**src/rtl/phy_ctrl_regs.sv**
```systemverilog
module phy_ctrl_regs #(
  parameter int ADDR_W     = 6,
  parameter int NUM_CTRL   = 7,
  parameter int STATUS_OFS = 32,
  parameter int PWR_WORD   = 6,
  parameter int TAP_WORD   = 0
) (
  input  logic              clk,
  input  logic              rst_n,
  input  logic [ADDR_W-1:0] bus_addr,
  input  logic              bus_wr,
  input  logic [31:0]       bus_wdata,
  input  logic              bus_rd,
  output logic [31:0]       bus_rdata,
  input  logic              cal_done_i,
  input  logic              dll_lock_i,
  output logic              phy_pwr_on,
  output logic              dll_en,
  output logic [2:0]        drv_code,
  output logic [1:0]        freq_code,
  output logic              otap_en,
  output logic [3:0]        otap_sel
);
  localparam int IDX_W = ADDR_W - 2;

  logic [15:0]      ctrl_q [NUM_CTRL];
  logic [IDX_W-1:0] word_idx;
  logic [NUM_CTRL-1:0] hit;
  logic             stat_sel;
  logic [31:0]      rd_next;
  logic [15:0]      wmask, wval;

  assign word_idx = bus_addr[ADDR_W-1:2];
  assign stat_sel = (bus_addr == STATUS_OFS[ADDR_W-1:0]);
  assign wmask    = bus_wdata[31:16];
  assign wval     = bus_wdata[15:0];

  for (genvar k = 0; k < NUM_CTRL; k++) begin : g_word
    assign hit[k] = (bus_addr[1:0] == 2'b00) && (word_idx == k[IDX_W-1:0]);

    always_ff @(posedge clk or negedge rst_n) begin
      if (!rst_n)
        ctrl_q[k] <= '0;
      else if (bus_wr && hit[k])
        ctrl_q[k] <= (ctrl_q[k] & ~wmask) | (wval & wmask);
    end

    AST_MASK_KEEP: assert property (@(posedge clk) disable iff (!rst_n)
      (bus_wr && hit[k]) |=> ((ctrl_q[k] & ~$past(wmask)) == ($past(ctrl_q[k]) & ~$past(wmask))));
    AST_MASK_TAKE: assert property (@(posedge clk) disable iff (!rst_n)
      (bus_wr && hit[k]) |=> ((ctrl_q[k] & $past(wmask)) == ($past(wval) & $past(wmask))));
    AST_NO_STRAY_WRITE: assert property (@(posedge clk) disable iff (!rst_n)
      !(bus_wr && hit[k]) |=> $stable(ctrl_q[k]));
  end

  always_comb begin
    rd_next = '0;
    for (int k = 0; k < NUM_CTRL; k++)
      if (hit[k]) rd_next = {16'b0, ctrl_q[k]};
    if (stat_sel) rd_next = {25'b0, cal_done_i, dll_lock_i, 5'b0};
  end

  always_ff @(posedge clk or negedge rst_n) begin
    if (!rst_n)      bus_rdata <= '0;
    else if (bus_rd) bus_rdata <= rd_next;
  end

  assign phy_pwr_on = ctrl_q[PWR_WORD][0];
  assign dll_en     = ctrl_q[PWR_WORD][1];
  assign drv_code   = ctrl_q[PWR_WORD][6:4];
  assign otap_sel   = ctrl_q[TAP_WORD][10:7];
  assign otap_en    = ctrl_q[TAP_WORD][11];
  assign freq_code  = ctrl_q[TAP_WORD][13:12];

  AST_RDATA_HOLD: assert property (@(posedge clk) disable iff (!rst_n)
    !bus_rd |=> $stable(bus_rdata));
  AST_CTRL_UPPER_ZERO: assert property (@(posedge clk) disable iff (!rst_n)
    (bus_rd && (hit != '0)) |=> (bus_rdata[31:16] == 16'h0));
  AST_UNMAPPED_ZERO: assert property (@(posedge clk) disable iff (!rst_n)
    (bus_rd && (hit == '0) && !stat_sel) |=> (bus_rdata == 32'h0));
  AST_STATUS_BITS: assert property (@(posedge clk) disable iff (!rst_n)
    (bus_rd && stat_sel) |=> (bus_rdata == {25'b0, $past(cal_done_i), $past(dll_lock_i), 5'b0}));
endmodule

```
**config.mk**
```make
export PLATFORM = sky130hd
export DESIGN_NAME = phy_ctrl_regs
export DESIGN_NICKNAME = d
export VERILOG_FILES = /design/src/rtl/phy_ctrl_regs.sv
export SDC_FILE = /design/constraint.sdc
export NUM_CORES = 1
export LEC_CHECK = 0
export ABC_AREA = 1
export BUFFER_PORTS_ARGS = -buffer_cell sky130_fd_sc_hd__buf_4
export CAP_MARGIN = 20
export CORE_UTILIZATION = 25
export DETAILED_ROUTE_END_ITERATION = 10
export GPL_TIMING_DRIVEN = 0
export PLACE_DENSITY_LB_ADDON = 0.1
export SETUP_SLACK_MARGIN = 0.15
export SLEW_MARGIN = 20
export SYNTH_ARGS = -nofsm -noshare
export SYNTH_HDL_FRONTEND = slang
export SYNTH_SLANG_ARGS = --single-unit
```
**constraint.sdc**
```tcl
create_clock -name clk -period 1.4 [get_ports clk]
set_input_delay 0.28 -clock clk [delete_from_list [all_inputs] [get_ports clk]]
set_output_delay 0.28 -clock clk [all_outputs]
set_load 0.005 [all_outputs]
```
==> results of run 1 <==
==> synth_stat cells <==
library cell  number
conb_1             1
nand2_2            2
nand2_1          190
a31oi_1           64
dfrtp_1          128
buf_2              8
nor2_2             4
nor3_1            14
nand3_2            2
buf_4             35
inv_2              4
a21oi_1           78
o21ai_0           35
buf_1              2
inv_1             53
o21ai_1           29
nor2_4             8
nand3_1            2
nor2_1            53
nor3_4             4
nand4_1           22
clkbuf_1          20
buf_6              3
==> placed cells by master (no fill, tap or decap), drive strengths merged, types with 8 or more instances in the layout <==
| master | synthesis | layout |
|---|---|---|
| dfrtp | 128 | 128 |
| conb | 1 | 16 |
| nand4 | 22 | 22 |
| clkinv | 0 | 8 |
| nor3 | 18 | 18 |
| clkbuf | 20 | 44 |
| a31oi | 64 | 64 |
| inv | 57 | 57 |
| nand2 | 192 | 192 |
| nor2 | 65 | 65 |
| a21oi | 78 | 78 |
| o21ai | 64 | 64 |
| buf | 48 | 183 |
==> logic make-up (layout without fill, tap and decap cells) <==
logic type             after synthesis  in the layout
and+or+nand+nor                    301            301
AOI/OAI and AO/OA                  206            206
DFF                                128            128
buffers and inverters              125            296
other                                1             16
==> how the worst min path moves through the flow <==
stage | startpoint | to | cells after the start
CTS | bus_wdata[25] | flip-flop | 3
finish | bus_wdata[23] | flip-flop | 3
detailed placement | rst_n | asynchronous set/reset pin | 1
global placement | flip-flop | flip-flop | 2
floorplan | rst_n | asynchronous set/reset pin | 0
global route | bus_wdata[30] | flip-flop | 3
==> routing by layer <==
metal | GRT usage [%] | part of all wire [%] | up-vias | wire [µm]
met5 | 0 | 0 | - | 0
met4 | 4.20 | 1.5 | 0 | 344
met3 | 3.10 | 3.1 | 15 | 716
met2 | 28.7 | 48 | 125 | 10800
met1 | 23.6 | 48 | 2814 | 10900
li1 | - | - | 2877 | -
==> critical path, delay by kind of cell, from the launching register on <==
| family | cells | cell delay, ns |
|---|---|---|
| flip-flops | 1 | 0.40 |
| buffers and inverters | 2 | 0.22 |
==> power breakdown <==
part	switching [mW]	internal, mW
Combinational	0.700	0.650
Sequential	0.231	4.08
Clock	1.68	2.43
==> what timing repair did <==
item,CTS,global route
buffers inserted,33,24
cloned,2,7
hold buffers,1,0
resized for setup,56,110
pin swaps,11,34
endpoints found under the setup margin,108,190
endpoints found under the hold margin,47,0
==> area by class of cell <==
cell class / instances / area [µm²] / area share, %
clock buffers: 21 / 440 / 4.82
well taps: 324 / 405 / 4.43
flip-flops and latches: 128 / 3200 / 35.0
multi-input cells: 523 / 2790 / 30.6
clock inverters: 11 / 92.6 / 1.01
repair buffers: 139 / 1340 / 14.7
inverters: 57 / 241 / 2.64
plain buffers: 68 / 626 / 6.84
==> key figures, run 1 <==
Status
  • Status: complete, no violations

Global route
  • First-pass GRT wire length: ~34000 µm
  • Largest net degree at the start of global routing: slightly above 80
  • GRT overflow: 0
  • Initial antenna violation count: 0
  • Vias in the first global route: 5480
  • Global Route Usage Sum: between 15 and 20%

Synth
  • Yosys warnings: 0
  • Synth top area cells: dfrtp_1 51%, nand2_1 11%, a31oi_1 6.4%
  • Synth Area in XOR/XNOR: 0%
  • Mux contribution to synthesized area: 0%
  • Sequential share of the synthesized area: between 50% and 60%
  • Compound-Gate Fraction of Synth Area: 17.7%
  • Post-Synthesis Cells: 761
  • Synth Area in Adders: 0%
  • Syn avg cell area: 8.27 µm²
  • Number of synthesized register bits: 128
  • Proportion of netlist area held by the largest area contributor: approximately half
  • Main combinational cell family by area after synthesis: simple AND/OR/NAND/NOR gates
  • Synth Cell Area: 6290 µm²
  • Netlist cell types: 23
  • Cell taking the most area after synthesis: dfrtp_1
  • Post-Synth Simple-Gate Area: around a fifth

Job
  • Total of max-cap violations: 0

Detailed routing
  • Post-route ant nets: 0
  • Drt first-iter violations: 347
  • First-pass iteration count of the detailed router: 5
  • Routed WL: between 20000 and 25000 µm
  • # DRC: 0
  • WL/cell: approximately 18 µm
  • Vias per cell: between 4 and 5
  • Vias: a little under 6000

STA
  • RSZ-0062 raised after global routing: yes
  • F_max: between 0.7 and 0.8 GHz
  • Clock skew: just over 0.01 ns
  • Final setup vio count: 0
  • Slew Limit Headroom: 57.8%
  • Final setup margin: between 0.08 and 0.09 ns
  • Max Slew Vio Count: 0
  • Actual slew at the worst max-slew pin: between 0.6 and 0.7 ns
  • Hold_ws: around 0.12 ns
  • TNS Setup: 0 ns
  • Fin. Hold Viols: 0
  • Final worst path period share: between 90% and 100%
  • Tmin final: between 1 and 1.5 ns

Critical path
  • Worst Path Required: roughly 1.1 ns
  • Reg2Reg Setup Slack: 0.22 ns
  • CP Class: flip-flop to output port
  • CP Capture Point: otap_sel[2]
  • Slowest stage cell, crit path: dfrtp_1
  • Reg2reg path depth: 7
  • Worst path max stage delay: approximately 0.40 ns
  • Critical path startpoint category: flip-flop
  • Crit path capture type: output port
  • Critical path's most frequent cell: buf_6
  • Peak fanout along the critical path: 2
  • Critical path arrival: roughly 1.0 ns
  • CP Cell Sequence: buf_6 -> buf_6
  • R2r endpoint: bus_rdata[11]$_DFFE_PN0P_

Pwr
  • PnR Total Power: 9.77 mW
  • Pwr Density: 1070 nW/µm²
  • Leak: approximately 4.3 nW
  • Max VDD drop: ~710 µV

Placed design
  • DP HPWL: 13700 µm
  • DP Worst Slack: -0.587 ns
  • GP Congestion: around 0.73
  • I/O Buffers: between 70 and 80
  • DP Area: 7410 µm²
  • Cell count after placement: roughly 1200

Finish
  • Fillers: between 2000 and 3000
  • Layout cell share with drive strength beyond 1: 31.6%
  • Fin util: 37.3%
  • Synthesis-to-finish area growth: 45.3%
  • Layout Nets: approximately 980
  • ANT cells: 0
  • Fin cells: 1271
  • Post-Layout Inst Area: about 9100 µm²

Floorplan
  • Die X: 161 µm
  • Die ar.: 25800 µm²
  • # IOs: between 80 and 90
  • Die Y: 161 µm
  • Starting Density: 25.7%
  • # rows: 57
  • Core area: between 20000 and 25000 µm²

Clock network
  • Max Root-Sink Buffers: 2
  • TritonCTS clock tree: yes
  • Clk sinks: between 100 and 150
  • Clock latency on the worst-skew pair: 0.42 ns
  • H-tree levels: 4
  • Clock buffer count from CTS: 17
  • CTS clk-pin slew, worst paths: 0.06 ns
  • CTS root buf: clkbuf_16

Min path
  • Min-delay worst type: input pin to flip-flop
(Power assumes the default switching activity.)
==> run 2, diff against run 1 <==
Settings changed: SETUP_SLACK_MARGIN 0.15 to not set.
==> key figures, run 2 (synthesis gave the netlist of run 1 again) <==
Placed design
  • DP HPWL: approximately 14000 µm
  • I/O Buffers: 71
  • DP Area: 7320 µm²
  • GP Congestion: between 0.7 and 0.8
  • Cell count after placement: between 1000 and 1500

Detailed routing
  • Routed WL: 20900 µm
  • # DRC: 0
  • Post-route ant nets: 0
  • Drt first-iter violations: 368
  • Vias: 5561
  • WL/cell: 17.2 µm
  • First-pass iteration count of the detailed router: 4
  • Vias per cell: around 4.6

Clock network
  • CTS root buf: clkbuf_16
  • Max Root-Sink Buffers: 2
  • Clk sinks: ~130
  • H-tree levels: 4
  • CTS clk-pin slew, worst paths: 0.06 ns
  • Clock buffer count from CTS: 17
  • Clock latency on the worst-skew pair: between 0.4 and 0.5 ns
  • TritonCTS clock tree: yes

STA
  • Actual slew at the worst max-slew pin: 0.879 ns
  • Fin. Hold Viols: 0
  • Final setup vio count: 0
  • Clock skew: between 0.01 and 0.015 ns
  • Slew Limit Headroom: between 40% and 50%
  • Final worst path period share: 96.8%
  • Max Slew Vio Count: 0
  • TNS Setup: 0 ns
  • F_max: ~0.74 GHz
  • Tmin final: between 1 and 1.5 ns
  • Hold_ws: around 0.13 ns

Min path
  • Min-delay worst type: input pin to flip-flop

Critical path
  • Crit path capture type: output port
  • Critical path arrival: 1.08 ns
  • Worst path max stage delay: around 0.4 ns
  • Peak fanout along the critical path: 3
  • CP Class: flip-flop to output port
  • Slowest stage cell, crit path: dfrtp_1
  • Worst Path Required: 1.12 ns
  • Critical path startpoint category: flip-flop
  • Critical path's most frequent cell: buf_4
  • CP Cell Sequence: buf_4 -> buf_4

Pwr
  • Reg power frac: 43.0%
  • Pint: roughly 7.4 mW
  • Sw frac: about a quarter
  • Leak: around 3.7 nW
  • Switching pwr: between 2 and 3 mW
  • Clock Power Share: between 40% and 50%
  • Max VDD drop: 563 µV
  • Gate power share: between 10 and 15%
  • Pwr Density: approximately 1200 nW/µm²

Global route
  • Largest net degree at the start of global routing: 90
  • GRT overflow: 0
  • Initial antenna violation count: 0
  • Vias in the first global route: 5501
  • Global Route Usage Sum: around 17%
  • First-pass GRT wire length: 32700 µm

Finish
  • Layout cell share with drive strength beyond 1: between 20% and 30%
  • Synthesis-to-finish area growth: 29.0%
  • Fin cells: between 1000 and 1500
  • Commonest non-fill, non-tap cell in the layout: nand2_1
  • Fillers: 2658
  • Most frequent cells in the layout: 189 x nand2_1, 128 x dfrtp_1, 119 x buf_4
  • ANT cells: 0
  • Layout Nets: just over 900
  • Fin util: 33.1%
  • Post-Layout Inst Area: 8120 µm²

Floorplan
  • Die X: 161 µm
  • Starting Density: between 20% and 30%
  • Die ar.: between 20000 and 30000 µm²
  • # IOs: just under 90
  • # rows: 57
  • Die Y: about 160 µm
  • Core area: between 20000 and 25000 µm²

Job
  • Total of max-cap violations: 0

Status
  • Status: complete, no violations
[run 2: final cells by class]
class / instances / area (µm²) / share of cell area [%]
multi-input cells: 523 / 2530 / 31.1
flip-flops and latches: 128 / 3200 / 39.5
inverters: 57 / 214 / 2.64
plain buffers: 68 / 475 / 5.86
repair buffers: 88 / 691 / 8.51
well taps: 324 / 405 / 4.99
clock inverters: 9 / 105 / 1.29
clock buffers: 23 / 498 / 6.13
[run 2: critical path, delay by kind of cell (launching register included)]
| kind | cells | cell delay (ns) |
|---|---|---|
| buf+inv | 2 | 0.26 |
| flops | 1 | 0.40 |
[run 2: stage by stage]
stage	setup WS (ns)	power, mW
finish	0.0450	9.97
global route	-0.00181	10.4
detailed placement	-0.836	5.46
global placement	-0.777	5.44
floorplan	0.0297	4.95
CTS	0.00739	10.1
[run 2: per-layer routing]
layer  routed length (µm)  share of wire [%]  track usage [%]
met5                    0                  0                0
met4                  200               0.95             4.20
met3                  786                3.8             3.25
met2                 9330                 45             25.6
met1                10600                 51             24.7
[run 2: timing repair]
action                     CTS  global route
pin swaps                    5             5
gates resized for setup     11            15
hold buffers                 1             0
setup endpoints to repair   41            64
hold endpoints to repair    39             0
setup buffers                7             8
[run 2: worst paths after layout]
kind / start / end / cells past startpoint / slack, ns
hold / removal: bus_wdata[27] / flip-flop / 3 / 0.13
hold reg to reg: bus_rdata[2]$_DFFE_PN0P_ / bus_rdata[2]$_DFFE_PN0P_ / 2 / 0.48
setup reg to reg: flip-flop / bus_rdata[12]$_DFFE_PN0P_ / 7 / 0.32
min in group asynchronous: rst_n / asynchronous set/reset pin / 2 / 0.33
max in group asynchronous: rst_n / asynchronous set/reset pin / 3 / 0.31
setup / recovery: flip-flop / otap_sel[0] / 2 / 0.04
[run 2: power by group through the flow]
stage | logic, mW | registers [mW] | clock network (mW)
after floorplan | 0.649 | 4.30 | 0
after global placement | 1.07 | 4.36 | 0
after detailed placement | 1.10 | 4.36 | 0
after CTS | 1.11 | 4.29 | 4.66
after global routing | 1.29 | 4.34 | 4.80
final | 1.12 | 4.29 | 4.56
